$ cat src/rtl/flash_bank_prog.sv
module flash_bank_prog #(
  parameter int BANK_BYTES   = 8192,
  parameter int BANK_W       = 1,
  parameter int SETUP_CYCLES = 50,
  parameter int POLL_LIMIT   = 1000000
) (
  input  logic                                   clk,
  input  logic                                   rst_n,
  input  logic                                   req_valid,
  input  logic                                   req_op,
  input  logic [BANK_W-1:0]                      req_bank,
  output logic                                   busy,
  output logic                                   done,
  output logic [1:0]                             err_code,
  output logic [$clog2(BANK_BYTES)-1:0]          src_offset,
  input  logic [7:0]                             src_data,
  output logic [BANK_W+$clog2(BANK_BYTES)-1:0]   fl_addr,
  output logic [7:0]                             fl_wdata,
  output logic                                   fl_we,
  output logic                                   fl_re,
  input  logic [7:0]                             fl_rdata
);
  localparam int OFF_W = $clog2(BANK_BYTES);
  localparam int AW    = BANK_W + OFF_W;
  localparam int PW    = $clog2(POLL_LIMIT + 1);
  localparam int WW    = $clog2(SETUP_CYCLES + 1);
  localparam logic [OFF_W-1:0] LAST = OFF_W'(BANK_BYTES - 1);

  typedef enum logic [3:0] {
    S_IDLE, S_ESET, S_ECONF, S_PSET, S_PWAIT, S_PDATA, S_QCMD,
    S_QRD, S_QCHK, S_CLR, S_RST, S_VRD, S_VCHK, S_FIN
  } st_t;

  st_t               state;
  logic              op_q;
  logic [BANK_W-1:0] bank_q;
  logic [OFF_W-1:0]  idx;
  logic [WW-1:0]     wcnt;
  logic [PW-1:0]     pcnt;
  logic [1:0]        err_q;
  logic              done_q;

  logic [AW-1:0] base_addr, tgt_addr;
  logic [7:0]    expect_byte;
  logic          on_target;

  assign base_addr   = {bank_q, {OFF_W{1'b0}}};
  assign tgt_addr    = {bank_q, idx};
  assign on_target   = (state == S_PSET) || (state == S_PDATA) || (state == S_VRD);
  assign fl_addr     = on_target ? tgt_addr : base_addr;
  assign fl_re       = (state == S_QRD) || (state == S_VRD);
  assign fl_we       = (state == S_ESET) || (state == S_ECONF) || (state == S_PSET) ||
                       (state == S_PDATA) || (state == S_QCMD) || (state == S_CLR) ||
                       (state == S_RST);
  assign src_offset  = idx;
  assign expect_byte = op_q ? src_data : 8'hFF;
  assign busy        = (state != S_IDLE);
  assign done        = done_q;
  assign err_code    = err_q;

  always_comb begin
    case (state)
      S_ESET:  fl_wdata = 8'h20;
      S_ECONF: fl_wdata = 8'hD0;
      S_PSET:  fl_wdata = 8'h40;
      S_PDATA: fl_wdata = src_data;
      S_QCMD:  fl_wdata = 8'h70;
      S_CLR:   fl_wdata = 8'h50;
      S_RST:   fl_wdata = 8'hFF;
      default: fl_wdata = 8'h00;
    endcase
  end

  always_ff @(posedge clk) begin
    if (!rst_n) begin
      state  <= S_IDLE;
      op_q   <= 1'b0;
      bank_q <= '0;
      idx    <= '0;
      wcnt   <= '0;
      pcnt   <= '0;
      err_q  <= 2'd0;
      done_q <= 1'b0;
    end else begin
      done_q <= 1'b0;
      case (state)
        S_IDLE: if (req_valid) begin
          op_q   <= req_op;
          bank_q <= req_bank;
          idx    <= '0;
          err_q  <= 2'd0;
          state  <= req_op ? S_PSET : S_ESET;
        end
        S_ESET:  state <= S_ECONF;
        S_ECONF: begin pcnt <= '0; state <= S_QCMD; end
        S_PSET:  begin wcnt <= '0; state <= S_PWAIT; end
        S_PWAIT: begin
          if (wcnt == WW'(SETUP_CYCLES - 1)) state <= S_PDATA;
          else wcnt <= wcnt + 1'b1;
        end
        S_PDATA: begin pcnt <= '0; state <= S_QCMD; end
        S_QCMD:  state <= S_QRD;
        S_QRD:   state <= S_QCHK;
        S_QCHK: begin
          if (fl_rdata[7]) begin
            if ((fl_rdata & 8'h38) != 8'h00) begin
              err_q <= 2'd3;
              state <= S_CLR;
            end else if (!op_q || idx == LAST) begin
              state <= S_CLR;
            end else begin
              idx   <= idx + 1'b1;
              state <= S_PSET;
            end
          end else if (pcnt == PW'(POLL_LIMIT - 1)) begin
            err_q <= 2'd1;
            state <= S_CLR;
          end else begin
            pcnt  <= pcnt + 1'b1;
            state <= S_QCMD;
          end
        end
        S_CLR: state <= S_RST;
        S_RST: begin
          if (err_q != 2'd0) state <= S_FIN;
          else begin
            idx   <= '0;
            state <= S_VRD;
          end
        end
        S_VRD: state <= S_VCHK;
        S_VCHK: begin
          if (fl_rdata != expect_byte) begin
            err_q <= 2'd2;
            state <= S_FIN;
          end else if (idx == LAST) begin
            state <= S_FIN;
          end else begin
            idx   <= idx + 1'b1;
            state <= S_VRD;
          end
        end
        S_FIN: begin
          done_q <= 1'b1;
          state  <= S_IDLE;
        end
        default: state <= S_IDLE;
      endcase
    end
  end
endmodule

$ cat config.mk
export PLATFORM = sky130hd
export DESIGN_NAME = flash_bank_prog
export DESIGN_NICKNAME = d
export VERILOG_FILES = /design/src/rtl/flash_bank_prog.sv
export SDC_FILE = /design/constraint.sdc
export NUM_CORES = 1
export LEC_CHECK = 0
export ABC_AREA = 1
export BUFFER_PORTS_ARGS = -buffer_cell sky130_fd_sc_hd__buf_2
export CORE_MARGIN = 2
export CORE_UTILIZATION = 57
export DETAILED_ROUTE_END_ITERATION = 7
export PLACE_DENSITY = 0.81
export SYNTH_ARGS = -nofsm -noshare
export SYNTH_HDL_FRONTEND = slang
export SYNTH_SLANG_ARGS = --single-unit
$ cat constraint.sdc
create_clock -name clk -period 2.2 [get_ports clk]
set_input_delay 0.11 -clock clk [delete_from_list [all_inputs] [get_ports clk]]
set_output_delay 0.11 -clock clk [all_outputs]
set_load 0.01 [all_outputs]
# Word level (Yosys, flattened, before mapping)

Cells that the tools add are included.

Flip-flop bits (word level): 48
Input bits: 21
Logic and storage cells: 102

Reductions and logical operators: 26
Eq/ne operators: 31
Add/subtract/negate cells: 3
Multiplexer cells: 34

Operators with widths:

| cell                                                             | count |
|---|---|
| 13-bit two-way mux                                               | 8 |
| 8-bit one-hot mux with 7 select lines                            | 1 |
| 13-bit one-hot mux with 4 select lines                           | 1 |
| 4-bit one-hot mux with 12 select lines                           | 1 |
| 20-bit two-way mux                                               | 2 |
| 20-bit one-hot mux with 2 select lines                           | 1 |
| 4-bit == test (second input constant)                            | 6 |
| 4-bit two-way mux                                                | 6 |
| 2-bit != test (second input constant)                            | 12 |
| 20-bit by 1-bit adder with 20-bit output (second input constant) | 1 |
| 20-bit == test (second input constant)                           | 1 |
| 4-bit by 3-bit == test with 1-bit output (second input constant) | 4 |
| 13-bit by 1-bit adder with 13-bit output (second input constant) | 1 |
| 13-bit == test (second input constant)                           | 1 |
| 2-bit two-way mux                                                | 6 |
| 6-bit one-hot mux with 2 select lines                            | 1 |
| 1-bit logical OR                                                 | 10 |
| 3-bit two-way mux                                                | 3 |
| 4-bit by 2-bit == test with 1-bit output (second input constant) | 2 |
| 8-bit two-way mux                                                | 1 |
| 8-bit != test                                                    | 1 |
| 8-bit AND reduction                                              | 1 |
| 4-bit nonzero test                                               | 2 |
| 8-bit nonzero test                                               | 1 |
| 15 further kinds                                                 | 20 |

# Longest topological paths before layout

Gate-level depths: netlist (run 1).

Depth after elaboration: 7
Depth in mapped cells: 14
Gate-level depth less buffers: 13

# Worst setup path before layout (run 1)

No wires, ideal clock.

Path kind: register -> register
Start: reg idx[0] (netlist: src_offset[0])
End: reg idx[4] (netlist: src_offset[4])
Library setup time: 0.129 ns
Data arrival time: 1.536 ns
Period minus slack after synthesis: 1.665 ns
Path slack: 0.535 ns
Cell stages (with the launch flop): 12
Cell sequence: dfxtp_1 ha_1 nand3_1 inv_1 nand4_1 nand2_2 a21oi_4 nand2_4 buf_6 nand2_2 nand2_1 nor2_1

Longest elaborated chain between the ends: 5
Elaborated cells between the ends (all ways): 12

RTL lines:

| what                                     | line     | text |
|---|---|---|
| start, declared                          | 37       | `logic [OFF_W-1:0] idx;` |
| start signal, assigned                   | 112      | `idx <= idx + 1'b1;` |
| start signal, assigned                   | 139      | `idx <= idx + 1'b1;` |
| 13-bit by 1-bit adder with 13-bit output | 112, 139 |  |
| 13-bit two-way mux                       | 109      | `end else if (!op_q \|\| idx == LAST) begin` |
| 13-bit two-way mux                       | 106      | `if ((fl_rdata & 8'h38) != 8'h00) begin` |
| 13-bit two-way mux                       | 105      | `if (fl_rdata[7]) begin` |
| 13-bit one-hot mux with 4 select lines   | 86       | `case (state)` |

Several ways; a longest one is shown, not always the timed one. The select of a mux whose other input is x is not followed.
A chain may end at the register's enable or synchronous reset.

# Worst setup path in the final report (run 1)

Start: reg state[0]
End: out fl_addr[3]

Longest elaborated chain between the ends: 4
Elaborated cells between the ends (all ways): 6

RTL lines:

| what                                                                                                        | line | text |
|---|---|---|
| start, declared                                                                                             | 34   | `st_t state;` |
| start signal, assigned                                                                                      | 92   | `state <= req_op ? S_PSET : S_ESET;` |
| 4-bit by 2-bit == test with 1-bit output / 4-bit by 3-bit == test with 1-bit output (equally long branches) | 49   | `assign on_target = (state == S_PSET) \|\| (state == S_PDATA) \|\| (state == S_VRD);` |
| 1-bit logical OR                                                                                            | 49   |  |
| 1-bit logical OR *                                                                                          | 49   |  |
| 13-bit two-way mux *                                                                                        | 50   | `assign fl_addr = on_target ? tgt_addr : base_addr;` |
| end, declared                                                                                               | 17   | `output logic [BANK_W+$clog2(BANK_BYTES)-1:0] fl_addr,` |

Every way passes the cells marked *; elsewhere a longest branch is shown, timed or not.

==> results of run 1 <==
[sequential cells by signal, summed over array words and instances (netlist names)]
| signal | flops |
|---|---|
| done | 1 |
| pcnt | 20 |
| src_offset | 13 |
| err_code | 2 |
| state | 4 |
| bank_q | 1 |
| op_q | 1 |
| wcnt | 6 |
[how the worst max path moves through the flow]
stage / cells past startpoint / end / slack [ns] / start
4_1_cts: 7 / fl_addr[1] / 0.10 / state[0]
5_1_grt: 7 / fl_addr[2] / 0.006 / state[0]
2_1_floorplan: 11 / src_offset[4] / 0.54 / src_offset[0]
3_5_place_dp: 9 / src_offset[9] / 0.26 / src_offset[0]
6_report: 7 / fl_addr[3] / 0.19 / state[0]
3_3_place_gp: 9 / src_offset[7] / 0.33 / src_offset[0]
[cells by family after synthesis]
| logic type | share of synthesized area (%) |
|---|---|
| AND/OR/NAND/NOR | 45.2 |
| buffers and inverters | 11.5 |
| AO/OA/AOI/OAI | 11.7 |
| flip-flops | 27.8 |
| XOR/XNOR | 2.28 |
| adder cells (fa/ha/maj) | 1.45 |
[critical path, stage by stage (launching register included)]
cell and delay, ns:
dfxtp_1 0.43, inv_1 0.08, nor2_1 0.21, nand3_2 0.23
o21ai_0 0.21, inv_2 0.19, nor2_1 0.12, buf_2 0.14
[layer usage]
metal  part of all wire (%)  vias to the layer above  global-route usage, %
met2                     47                      167                   48.3
li1                       -                     1939                      -
met5                      0                        -                      0
met3                    8.1                       22                   4.62
met1                     43                     1699                   34.9
met4                    1.9                        0                   7.83
[cells in the final DEF (no fill, tap or decap), types with 6 or more instances in the layout]
cell type,count
nand3_1,50
xor2_1,8
nor3_1,15
nand4_1,8
o21ai_0,21
nand3b_1,6
dfxtp_1,48
inv_1,71
nor2_1,90
nand2_1,156
buf_2,61
a21oi_1,32
nand2_2,8
[layout make-up]
type / count / area (um2)
multi-input combinational: 434 / 2100
fill: 564 / 2020
sequential: 48 / 961
timing repair buffer: 65 / 335
inverter: 77 / 289
tap: 75 / 93.8
clock buffer: 7 / 76.3
clock inverter: 1 / 8.76
[through the flow]
step                hold slack (ns)  instance area [um2]  util (%)  setup WS, ns
floorplan                     0.275                 3460         -         0.535
global placement              0.388                 3770      64.1         0.333
detailed placement            0.392                 3770      64.1         0.256
CTS                          0.0616                 3860      65.6         0.101
global route                  0.102                 3860      65.7       0.00567
finish                       0.0681                 3860      65.7         0.191
[what timing repair did]
action	CTS	global route
resized for setup	0	2
endpoints found under the setup margin	0	16
setup buffers	0	0
[power by group through the flow]
| stage | clock, mW | sequential [mW] | combinational, mW |
|---|---|---|---|
| final | 0.530 | 1.09 | 1.35 |
| after global routing | 0.575 | 1.12 | 1.53 |
| after CTS | 0.545 | 1.09 | 1.34 |
| after detailed placement | 0 | 1.11 | 1.33 |
| after global placement | 0 | 1.11 | 1.31 |
| after floorplan | 0 | 1.09 | 1.11 |
==> flow_summary.yaml, run 1 <==
power:
  switching_share_pct: 44.9
  pwr-share-clk_pct: 17.8
  power_density_nw_per_um2: 771
  p_seq_share_pct: 36.7
  peakVddDrop_mv: 0.519
  switchingPower_mw: 1.34
  p_int_mw: 1.64
  combPwrFrac_pct: 45.5
  power_mw: 2.98
  p_leak_nw: 1.64
finish:
  antenna_cells: 0
  final_cell_count_no_fill: 707
  nets: 656
  drive_above_1_share_pct: 16.9
  area_growth_pct: 11.8
setup_path:
  r2r_start: "src_offset[0]"
  r2r_end: "src_offset[9]"
  path_class: "flop to output pin"
  cp.required_ns: 2.09
  end_kind: "output pin"
  start_kind: "flop"
  r2r_cells: 9
  crit_fanout: 13
  crit_arrival_ns: 1.90
  regToRegSetupSlack_ns: 0.22
detailed_routing:
  first_pass_iters: 5
  wl_um: 8920
  vias: 3827
  ant_nets: 0
  wl_per_cell_um: 12.6
  first_iter_violations: 430
  viasPerCell: 5.41
  route.detailed.drc: 0
timing:
  slew_headroom_pct: 71.2
  fin_crit_ns: 2.01
  skew_ns: 0.00659
  rsz0062_at_grt: "false"
  max_freq_ghz: 0.498
  drv_slew: 0
  period_share_pct: 91.3
  setup-tns-final_ns: 0
  hold_viol_final: 0
  setup_viol: 0
  worst_slew_pin_slew_ns: 0.431
hold_path:
  holdPathEnd: "bank_q"
  min_path_cells: 3
  min-delay-path-class: "input pin to flop"
  hp-start: "req_bank"
run:
  max_cap_violations: 0
yosys:
  synth.area.top_cells: "dfxtp_1, nand2_1, nor2_1, inv_1, nand3_1"
  synth_edf_count: 0
  ys.flop_type: "dfxtp_1"
  seq_area_frac_synth_pct: 27.8
  syn_avg_cell_area_um2: 6.03
  netlist.area_leader.share_pct: 27.8
  yosysUniqueCellTypes: 37
  yosysMostFrequentCell: "nand2_1"
  async_flop_share_pct: 0
  synth_fp_nets: 598
  yosysTopAreaCell: "dfxtp_1"
  synth_warnings: 0
  netlist_area_um2: 3460
  syn_inst: 573
  ys_top_cells_by_count: "nand2_1, nor2_1, inv_1"
  synth_seq_cells: 48
place:
  dpl.hpwl_um: 6600
  io_buffers: 61
  place_congestion: 0.964
  dpl.cell_count: 699
clock_network:
  clk_latency_ns: 0.30
  root_buffer: "clkbuf_8"
  cts_inserted_buffers: 5
  clockBufferDepth: 2
  cts_tree: "done"
  cts-htree-levels: 2
  hold_buffers: 0
  clkTransAtPathRegs_ns: 0.09
  clock_sinks: 48
grt:
  gr-total-overflow: 0
  first_global_vias: 3300
  track_usage_pct: 27.7
  antenna_found_initial: 0
  grt_start_max_net_pins: 31
  grt_first_pass_wirelength_um: 14800
status:
  status: "complete, no violations"
floorplanning:
  row_count: 28
  core_area_um2: 5890
  die_area_um2: 6700
  num_io_pins: 62
  initial_core_util_pct: 58.7
  die_w_um: 81.9
  dieHeight_um: 81.9
Power figures use the tool's default switching activity.
==> run 2: changes to the inputs <==
--- a/config.mk
+++ b/config.mk
@@ -8,9 +8,9 @@
 export ABC_AREA = 1
 export BUFFER_PORTS_ARGS = -buffer_cell sky130_fd_sc_hd__buf_2
 export CORE_MARGIN = 2
-export CORE_UTILIZATION = 57
+export CORE_UTILIZATION = 45
 export DETAILED_ROUTE_END_ITERATION = 7
-export PLACE_DENSITY = 0.81
+export PLACE_DENSITY = 0.67
 export SYNTH_ARGS = -nofsm -noshare
 export SYNTH_HDL_FRONTEND = slang
 export SYNTH_SLANG_ARGS = --single-unit
==> run 2 against run 1 <==
Clock power rose by 2%; global-route usage fell by 5.4 points; utilization fell by 12 points; highest routed layer unchanged.
==> flow_summary.yaml, run 2 (synthesized netlist as in run 1, its figures left out) <==
clock_network:
  root_buffer: "clkbuf_8"
  hold_buffers: 0
  clockBufferDepth: 2
  cts-htree-levels: 2
  clkTransAtPathRegs_ns: 0.10
  clock_sinks: 48
  cts_tree: "done"
  cts_inserted_buffers: 5
  postCtsSetupRepairBufs: 0
  clk_latency_ns: 0.31
timing:
  setup-tns-final_ns: 0
  max_freq_ghz: 0.505
  setup_viol: 0
  slew_headroom_pct: 71.3
  fin_hold_ws_ns: 0.0675
  worst_slew_pin_slew_ns: 0.430
  finalWorstSetupSlack_ns: 0.219
  skew_ns: 0.0105
  drv_slew: 0
  fin_crit_ns: 1.98
  rsz0062_at_grt: "false"
  hold_viol_final: 0
  period_share_pct: 90.0
detailed_routing:
  viasPerCell: 5.08
  wl_per_cell_um: 12.3
  first_pass_iters: 5
  vias: 3718
  ant_nets: 0
  route.detailed.drc: 0
  first_iter_violations: 183
  wl_um: 9030
place:
  dpl_worst_slack_ns: 0.221
  dpl.hpwl_um: 6850
  place_congestion: 0.991
  dpl.cell_count: 724
  io_buffers: 61
  placed_cell_area_um2: 3810
floorplanning:
  core_area_um2: 7330
  num_io_pins: 62
  row_count: 31
  dieHeight_um: 91.6
  initial_core_util_pct: 47.1
  die_area_um2: 8400
  die_w_um: 91.6
grt:
  first_global_vias: 3372
  grt_first_pass_wirelength_um: 15400
  track_usage_pct: 22.2
  grt_start_max_net_pins: 31
  antenna_found_initial: 0
  gr-total-overflow: 0
power:
  p_int_mw: 1.64
  power_density_nw_per_um2: 769
  combPwrFrac_pct: 45.4
  p_seq_share_pct: 36.5
  switchingPower_mw: 1.36
  pwr-share-clk_pct: 18.1
  switching_share_pct: 45.2
  power_mw: 3.00
  peakVddDrop_mv: 0.289
  p_leak_nw: 1.64
finish:
  area_growth_pct: 13.0
  fin_area_um2: 3910
  antenna_cells: 0
  largest-register: "pcnt"
  nets: 657
  final_cell_count_no_fill: 732
  layout_commonest_cell: "nand2_1"
  largest_reg_flops: 20
  drive_above_1_share_pct: 17.4
  fin_util_pct: 53.3
  most-common-layout-cells: "nand2_1, nor2_1, inv_1"
hold_path:
  min-delay-path-class: "input pin to flop"
setup_path:
  end_kind: "flop"
  crit_fanout: 15
  cp.required_ns: 2.45
  path_class: "flop to flop"
  start_kind: "flop"
  crit_arrival_ns: 2.23
status:
  status: "complete, no violations"
run:
  max_cap_violations: 0
-- run 2: path summary, 6_finish.rpt --
kind                                    start             end  slack, ns  depth (start not counted)
worst max-delay path            src_offset[0]  src_offset[11]       0.22                         10
worst min-delay path                 req_bank          bank_q       0.07                          3
worst max register to register  src_offset[0]  src_offset[11]       0.22                         10
worst min register to register         bank_q          bank_q       0.47                          2
-- run 2: worst max-delay path, stage by stage, from the launching register on --
cell and delay (ns):
dfxtp_1 0.38, ha_1 0.24, nand3_1 0.13, inv_1 0.10
nand4_1 0.15, nand2_2 0.11, a21oi_4 0.39, nand2_4 0.20
nand2_1 0.09, nand2_1 0.05, nor2_1 0.08
-- run 2: repair_timing --
item | in CTS | in global routing
endpoints found under the hold margin | 0 | 0
setup endpoints to repair | 0 | 13
resized for setup | 0 | 3
-- run 2: routing by layer --
metal  part of all wire [%]  global-route usage [%]  up-vias
li1                       -                       -     1942
met1                     47                    29.7     1661
met2                     46                    36.2      101
met3                    4.7                    3.78       14
met4                    1.9                    7.70        0
met5                      0                       0        -
-- run 2: final cells by class --
class,count,area (um2)
clock buffers,6,72.6
clock inverters,2,16.3
fillers,759,3430
inverters,77,289
multi-input cells,434,2100
flip-flops and latches,48,961
well taps,99,124
repair buffers,66,343
-- run 2: power groups by stage --
stage / combinational [mW] / clock (mW) / sequential, mW
2_1_floorplan: 1.11 / 0 / 1.09
3_3_place_gp: 1.34 / 0 / 1.10
3_5_place_dp: 1.35 / 0 / 1.11
4_1_cts: 1.36 / 0.564 / 1.09
5_1_grt: 1.52 / 0.590 / 1.12
6_report: 1.36 / 0.543 / 1.10
